**src/rtl/mdrop_pkg.sv**
```systemverilog
package mdrop_pkg;
   typedef enum logic [1:0] {
      MD_PASS     = 2'd0,
      MD_HOST     = 2'd1,
      MD_AUTO     = 2'd2,
      MD_AUTO_ALT = 2'd3
   } md_mode_e;
endpackage

```
**src/rtl/mdrop_rx_filter.sv**
```systemverilog
module mdrop_rx_filter #(
   parameter int DATA_W = 8
) (
   input  logic              clk,
   input  logic              rst_n,
   input  logic              rx_valid,
   input  logic [DATA_W:0]   rx_char,
   input  logic              rx_perr,
   input  logic [DATA_W-1:0] match_addr,
   input  logic [1:0]        md_sel,
   input  logic              host_rx_en,
   output logic              push_valid,
   output logic [DATA_W-1:0] push_data,
   output logic              push_err,
   output logic              lsr_irq
);
   import mdrop_pkg::*;

   localparam int MARK_BIT = DATA_W;

   md_mode_e          mode;
   logic              is_addr, addr_hit, is_auto;
   logic [DATA_W-1:0] payload;
   logic              open_q, open_d;
   logic              take, take_err, take_irq;

   assign mode     = md_mode_e'(md_sel);
   assign is_addr  = rx_char[MARK_BIT];
   assign payload  = rx_char[DATA_W-1:0];
   assign addr_hit = (payload == match_addr);
   assign is_auto  = (mode == MD_AUTO) || (mode == MD_AUTO_ALT);

   always_comb begin
      take     = 1'b0;
      take_err = 1'b0;
      take_irq = 1'b0;
      open_d   = is_auto ? open_q : 1'b0;
      if (rx_valid) begin
         case (mode)
            MD_PASS: begin
               take     = 1'b1;
               take_err = rx_perr;
            end
            MD_HOST: begin
               if (is_addr) begin
                  take     = 1'b1;
                  take_err = 1'b1;
                  take_irq = 1'b1;
               end else begin
                  take = host_rx_en;
               end
            end
            default: begin
               if (is_addr) begin
                  if (addr_hit) begin
                     open_d   = 1'b1;
                     take     = 1'b1;
                     take_err = 1'b1;
                     take_irq = 1'b1;
                  end else begin
                     open_d = 1'b0;
                  end
               end else begin
                  take = open_q;
               end
            end
         endcase
      end
   end

   always_ff @(posedge clk or negedge rst_n) begin
      if (!rst_n) begin
         open_q     <= 1'b0;
         push_valid <= 1'b0;
         push_err   <= 1'b0;
         lsr_irq    <= 1'b0;
         push_data  <= '0;
      end else begin
         open_q     <= open_d;
         push_valid <= take;
         push_err   <= take & take_err;
         lsr_irq    <= take_irq;
         if (take) push_data <= payload;
      end
   end

   a_r3_host_data_closed: assert property (@(posedge clk) disable iff (!rst_n)
      (rx_valid && md_sel == 2'd1 && !rx_char[MARK_BIT] && !host_rx_en) |=> !push_valid);

   a_r4_host_addr_flagged: assert property (@(posedge clk) disable iff (!rst_n)
      (rx_valid && md_sel == 2'd1 && rx_char[MARK_BIT]) |=> (push_valid && push_err && lsr_irq));

   a_r6_auto_closed_drop: assert property (@(posedge clk) disable iff (!rst_n)
      (rx_valid && md_sel[1] && !rx_char[MARK_BIT] && !open_q) |=> !push_valid);

   a_r7_auto_miss_closes: assert property (@(posedge clk) disable iff (!rst_n)
      (rx_valid && md_sel[1] && rx_char[MARK_BIT] && rx_char[DATA_W-1:0] != match_addr)
      |=> (!push_valid && !open_q));

   a_r5_irq_with_push: assert property (@(posedge clk) disable iff (!rst_n)
      lsr_irq |-> (push_valid && push_err));
endmodule

```
**src/rtl/mdrop_dir_ctrl.sv**
```systemverilog
module mdrop_dir_ctrl #(
   parameter bit RTS_REG = 1'b0
) (
   input  logic clk,
   input  logic rst_n,
   input  logic dir_auto_en,
   input  logic rts_invert,
   input  logic man_rts,
   input  logic flow_rts,
   input  logic tx_wr,
   input  logic tx_stop_end,
   input  logic tx_idle,
   output logic rts_n
);
   logic busy_q;
   logic rts_next;
   logic drain_done;

   assign drain_done = tx_stop_end & tx_idle;

   always_ff @(posedge clk or negedge rst_n) begin
      if (!rst_n)              busy_q <= 1'b0;
      else if (!dir_auto_en)   busy_q <= 1'b0;
      else if (tx_wr)          busy_q <= 1'b1;
      else if (drain_done)     busy_q <= 1'b0;
   end

   always_comb begin
      if (dir_auto_en) rts_next = busy_q ? rts_invert : ~rts_invert;
      else             rts_next = ~(man_rts & flow_rts);
   end

   generate
      if (RTS_REG) begin : g_rts_reg
         always_ff @(posedge clk or negedge rst_n) begin
            if (!rst_n) rts_n <= 1'b1;
            else        rts_n <= rts_next;
         end
      end else begin : g_rts_comb
         assign rts_n = rts_next;

         a_r10_active_level: assert property (@(posedge clk) disable iff (!rst_n)
            (dir_auto_en && busy_q) |-> (rts_n == rts_invert));
      end
   endgenerate

   a_r8_write_activates: assert property (@(posedge clk) disable iff (!rst_n)
      (dir_auto_en && tx_wr) |=> busy_q);

   a_r9_hold_until_drain: assert property (@(posedge clk) disable iff (!rst_n)
      (busy_q && dir_auto_en && !(tx_stop_end && tx_idle)) |=> busy_q);
endmodule

```
**src/rtl/mdrop_ctrl.sv**
```systemverilog
module mdrop_ctrl #(
   parameter int DATA_W  = 8,
   parameter bit RTS_REG = 1'b0
) (
   input  logic              clk,
   input  logic              rst_n,
   input  logic              rx_valid,
   input  logic [DATA_W:0]   rx_char,
   input  logic              rx_perr,
   input  logic [DATA_W-1:0] match_addr,
   input  logic [1:0]        md_sel,
   input  logic              host_rx_en,
   output logic              push_valid,
   output logic [DATA_W-1:0] push_data,
   output logic              push_err,
   output logic              lsr_irq,
   input  logic              dir_auto_en,
   input  logic              rts_invert,
   input  logic              man_rts,
   input  logic              flow_rts,
   input  logic              tx_wr,
   input  logic              tx_stop_end,
   input  logic              tx_idle,
   output logic              rts_n
);
   generate
      if (DATA_W < 5 || DATA_W > 16) begin : g_bad_width
         $error("mdrop_ctrl: DATA_W must lie in 5..16");
      end
   endgenerate

   mdrop_rx_filter #(.DATA_W(DATA_W)) u_rx (
      .clk(clk), .rst_n(rst_n), .rx_valid(rx_valid), .rx_char(rx_char),
      .rx_perr(rx_perr), .match_addr(match_addr), .md_sel(md_sel),
      .host_rx_en(host_rx_en), .push_valid(push_valid), .push_data(push_data),
      .push_err(push_err), .lsr_irq(lsr_irq)
   );

   mdrop_dir_ctrl #(.RTS_REG(RTS_REG)) u_dir (
      .clk(clk), .rst_n(rst_n), .dir_auto_en(dir_auto_en), .rts_invert(rts_invert),
      .man_rts(man_rts), .flow_rts(flow_rts), .tx_wr(tx_wr),
      .tx_stop_end(tx_stop_end), .tx_idle(tx_idle), .rts_n(rts_n)
   );
endmodule

```
**config.mk**
```make
export PLATFORM = sky130hd
export DESIGN_NAME = mdrop_ctrl
export DESIGN_NICKNAME = d
export VERILOG_FILES = /design/src/rtl/mdrop_pkg.sv /design/src/rtl/mdrop_rx_filter.sv /design/src/rtl/mdrop_dir_ctrl.sv /design/src/rtl/mdrop_ctrl.sv
export SDC_FILE = /design/constraint.sdc
export NUM_CORES = 1
export LEC_CHECK = 0
export BUFFER_PORTS_ARGS = -buffer_cell sky130_fd_sc_hd__buf_4
export CAP_MARGIN = 25
export CORE_MARGIN = 2
export CORE_UTILIZATION = 25
export CTS_CLUSTER_SIZE = 24
export DETAILED_ROUTE_END_ITERATION = 10
export GPL_ROUTABILITY_DRIVEN = 0
export GPL_TIMING_DRIVEN = 1
export PLACE_DENSITY = 0.55
export SYNTH_ARGS = -nofsm -noshare
export SYNTH_HDL_FRONTEND = slang
export SYNTH_SLANG_ARGS = --single-unit
```
**constraint.sdc**
```tcl
create_clock -name clk -period 3 [get_ports clk]
set_clock_uncertainty 0.1 [all_clocks]
set_input_delay 0.15 -clock clk [delete_from_list [all_inputs] [get_ports clk]]
set_output_delay 0.15 -clock clk [all_outputs]
set_load 0.01 [all_outputs]
```
==> flow_summary.yaml <==
global_routing:
  antenna_found_initial: 0
  grt_max_degree: 24
  grt_pass1_wl_um: 4380
  grtUsageMet1: 0.169
  grt_util_met3: 0.0253
  top_usage_layer: "met2"
  gr-total-overflow: 0
  grt.total_usage: 0.130
  grtUsageMet2: 0.209
  grt_pass1_vias: 942
outcome:
  status: "finished clean"
route:
  vias: 1044
  wl_per_cell_um: 13.6
  via_per_inst: 5.27
  drc: 0
  totalWireLength_um: 2690
  ant_nets: 0
  drt_iter0_drc: 25
  drt_first_pass_iters: 4
synth:
  syn_avg_cell_area_um2: 9.07
  synthXorXnorAreaFrac: 0.0797
  yosysTopAreaCellShare: 0.329
  postSynthCellCount: 109
  yosys_warnings: 0
  synth-edff-count: 0
  synth-adder-area-share: 0
  synth-compound-area-share: 0.285
  synth_top_family_by_area: "compound AO/OA/AOI/OAI gates"
  synth_ff_type: "dfrtp_1"
  yosys.area_share.simple: 0.228
  netlist_top_cells_count: "13 x dfrtp_1, 11 x o21ai_0, 9 x inv_1"
  ys_types: 27
  synth.most_common_cell: "dfrtp_1"
  ys_top_cells_by_area: "dfrtp_1 33%, a2111oi_0 7.1%, a221oi_1 7.1%"
  ys_seq_area_frac: 0.329
  synth_async_sr_flop_share: 1.00
  synthesis.nets: 140
  ys_ff_latch: 13
  synth_area_um2: 988
  synth_top_area_cell: "dfrtp_1"
  muxShareOfSynthArea: 0.0114
cts:
  clock_path_buffers: 2
  post_cts_resized: 0
  cts_made_buffers: 3
  clkLatencyLatePin_ns: 0.24
  cts-root-buf: "clkbuf_8"
  tritoncts: "yes"
  ctsHtreeMaxLevel: 1
  clk_pin_slew_worst_paths_ns: 0.06
  cts_sinks: 13
worst_setup_path:
  crit_fanout: 17
  critPathMaxStageDelay_ns: 0.56
  end_kind: "register"
  startpoint_type: "input pin"
  cp.required_ns: 3.06
  arrival_ns: 1.59
  cp_cell_sequence: "buf_4, xnor2_1, nand3_1, or3_1, a31oi_1"
  crit_path_top_delay_cell: "or3_1"
  critPathKind: "in2reg"
sta:
  slew_viol_final: 0
  max-slew-margin-rel: 0.626
  setup_viol: 0
  period_needed_ns: 1.53
  rsz0062_at_grt: "no"
  tightestPinTransition_ns: 0.559
  period_share: 0.509
  timing.fmax_mhz: 655
  hold_viol_final: 0
  finalSetupTns_ns: 0
pwr:
  p_sw_frac: 0.288
  clockPowerShare: 0.302
  p_leak_nw: 0.576
  seqPwrFrac: 0.389
  internal_power_mw: 0.371
  powerDensity_mw_per_mm2: 376
  peakVddDrop_mv: 0.116
  total_power_mw: 0.522
  combPwrFrac: 0.309
  p_switching_mw: 0.150
floorplanning:
  fp.dieW_um: 66.9
  start_util: 0.264
  die-area_mm2: 0.00447
  core_region_area_mm2: 0.00374
  dieHeight_um: 66.9
  io_pins: 43
  rows: 22
place:
  portBuffers: 42
  placed_cell_area_mm2: 0.00133
  dp_hpwl_um: 1960
cells_and_area:
  final_area_mm2: 0.00139
  n_antenna_cell: 0
  drive_above_1_share: 0.380
  nNetsFinal: 182
  areaGrowthSynthToFinish_pct: 40.3
  fillers: 392
min_path:
  hp-class: "in2reg"
flow_run:
  drv_cap: 0
-- power by group through the flow --
stage               Combinational, mW  Clock (mW)  Sequential, mW
finish                          0.161       0.158           0.203
global route                    0.177       0.169           0.204
CTS                             0.163       0.161           0.203
detailed placement              0.162           0           0.206
global placement                0.158           0           0.206
floorplan                      0.0753           0           0.211
-- cell type report --
type	instances	area, µm²	area share
Inverter	9	33.8	0.0244
Clock buffer	4	45.0	0.0325
Timing Repair Buffer	43	325	0.235
Tap cell	48	60.1	0.0433
Multi-Input combinational cell	81	597	0.431
Sequential cell	13	325	0.235
-- worst max-delay path: cells and delay by family --
family / cells / cell delay [ns]
AO/OA/AOI/OAI: 1 / 0.19
XOR/XNOR: 1 / 0.15
buffers and inverters: 1 / 0.11
AND/OR/NAND/NOR: 2 / 0.98
-- cell families (layout without fill, tap and decap cells) --
kind of cell,Yosys count,after routing
xor gates and xnor gates,9,9
DFF,13,13
buffers and inverters,15,56
muxes,1,1
AOI/OAI and AO/OA,39,39
and+or+nand+nor,32,32
-- layout by cell type (no fill, tap or decap), drive strengths merged --
cell,Yosys,routed
a2111oi,8,8
a21oi,3,3
a221oi,8,8
a31oi,1,1
and3,8,8
buf,3,42
clkbuf,3,4
dfrtp,13,13
dlygate4sd3,0,1
inv,9,9
mux2,1,1
nand2,5,5
nand2b,2,2
nand3,2,2
nand4,1,1
nand4b,1,1
nor2,1,1
nor2b,1,1
nor4b,1,1
o211ai,8,8
o21ai,11,11
or2,1,1
or3,9,9
xnor2,8,8
xor2,1,1
-- metal layers --
metal / share of wire / up-vias / wire length, µm
li1: - / 507 / -
met1: 0.40 / 496 / 1090
met2: 0.50 / 35 / 1350
met3: 0.066 / 6 / 178
met4: 0.027 / 0 / 72
met5: 0 / - / 0
-- stage by stage --
stage / hold slack [ns] / std cells / setup WS (ns) / util
2_1_floorplan: -0.246 / 109 / 1.59 / -
3_3_place_gp: -0.0905 / 193 / 1.28 / 0.356
3_5_place_dp: -0.0861 / 193 / 1.18 / 0.356
4_1_cts: 0.0465 / 198 / 1.45 / 0.370
5_1_grt: 0.0724 / 198 / 1.31 / 0.370
6_report: 0.0435 / 198 / 1.47 / 0.370
-- state kept, by name, summed over array words and instances (netlist names) --
name             cells
u_rx.push_data       8
u_dir.busy_q         1
u_rx.lsr_irq         1
u_rx.open_q          1
u_rx.push_err        1
u_rx.push_valid      1
-- timing repair --
item	CTS	global route
hold endpoints to repair	13	0
buffers inserted	0	0
hold buffers	1	0
-- final timing paths --
check | from | to | slack (ns) | depth (start not counted)
min in group asynchronous | rst_n | u_rx.push_data[0]$_DFFE_PN0P_ | 0.19 | 2
max | match_addr[1] | u_rx.push_valid$_DFF_PN0_ | 1.47 | 5
max reg2reg | u_rx.open_q$_DFF_PN0_ | u_rx.push_data[4]$_DFFE_PN0P_ | 1.59 | 4
min | tx_wr | u_dir.busy_q$_DFFE_PN0P_ | 0.04 | 3
max in group asynchronous | rst_n | u_dir.busy_q$_DFFE_PN0P_ | 2.44 | 2
min reg2reg | u_rx.push_data[3]$_DFFE_PN0P_ | u_rx.push_data[3]$_DFFE_PN0P_ | 0.46 | 2
(Power assumes the default switching activity.)
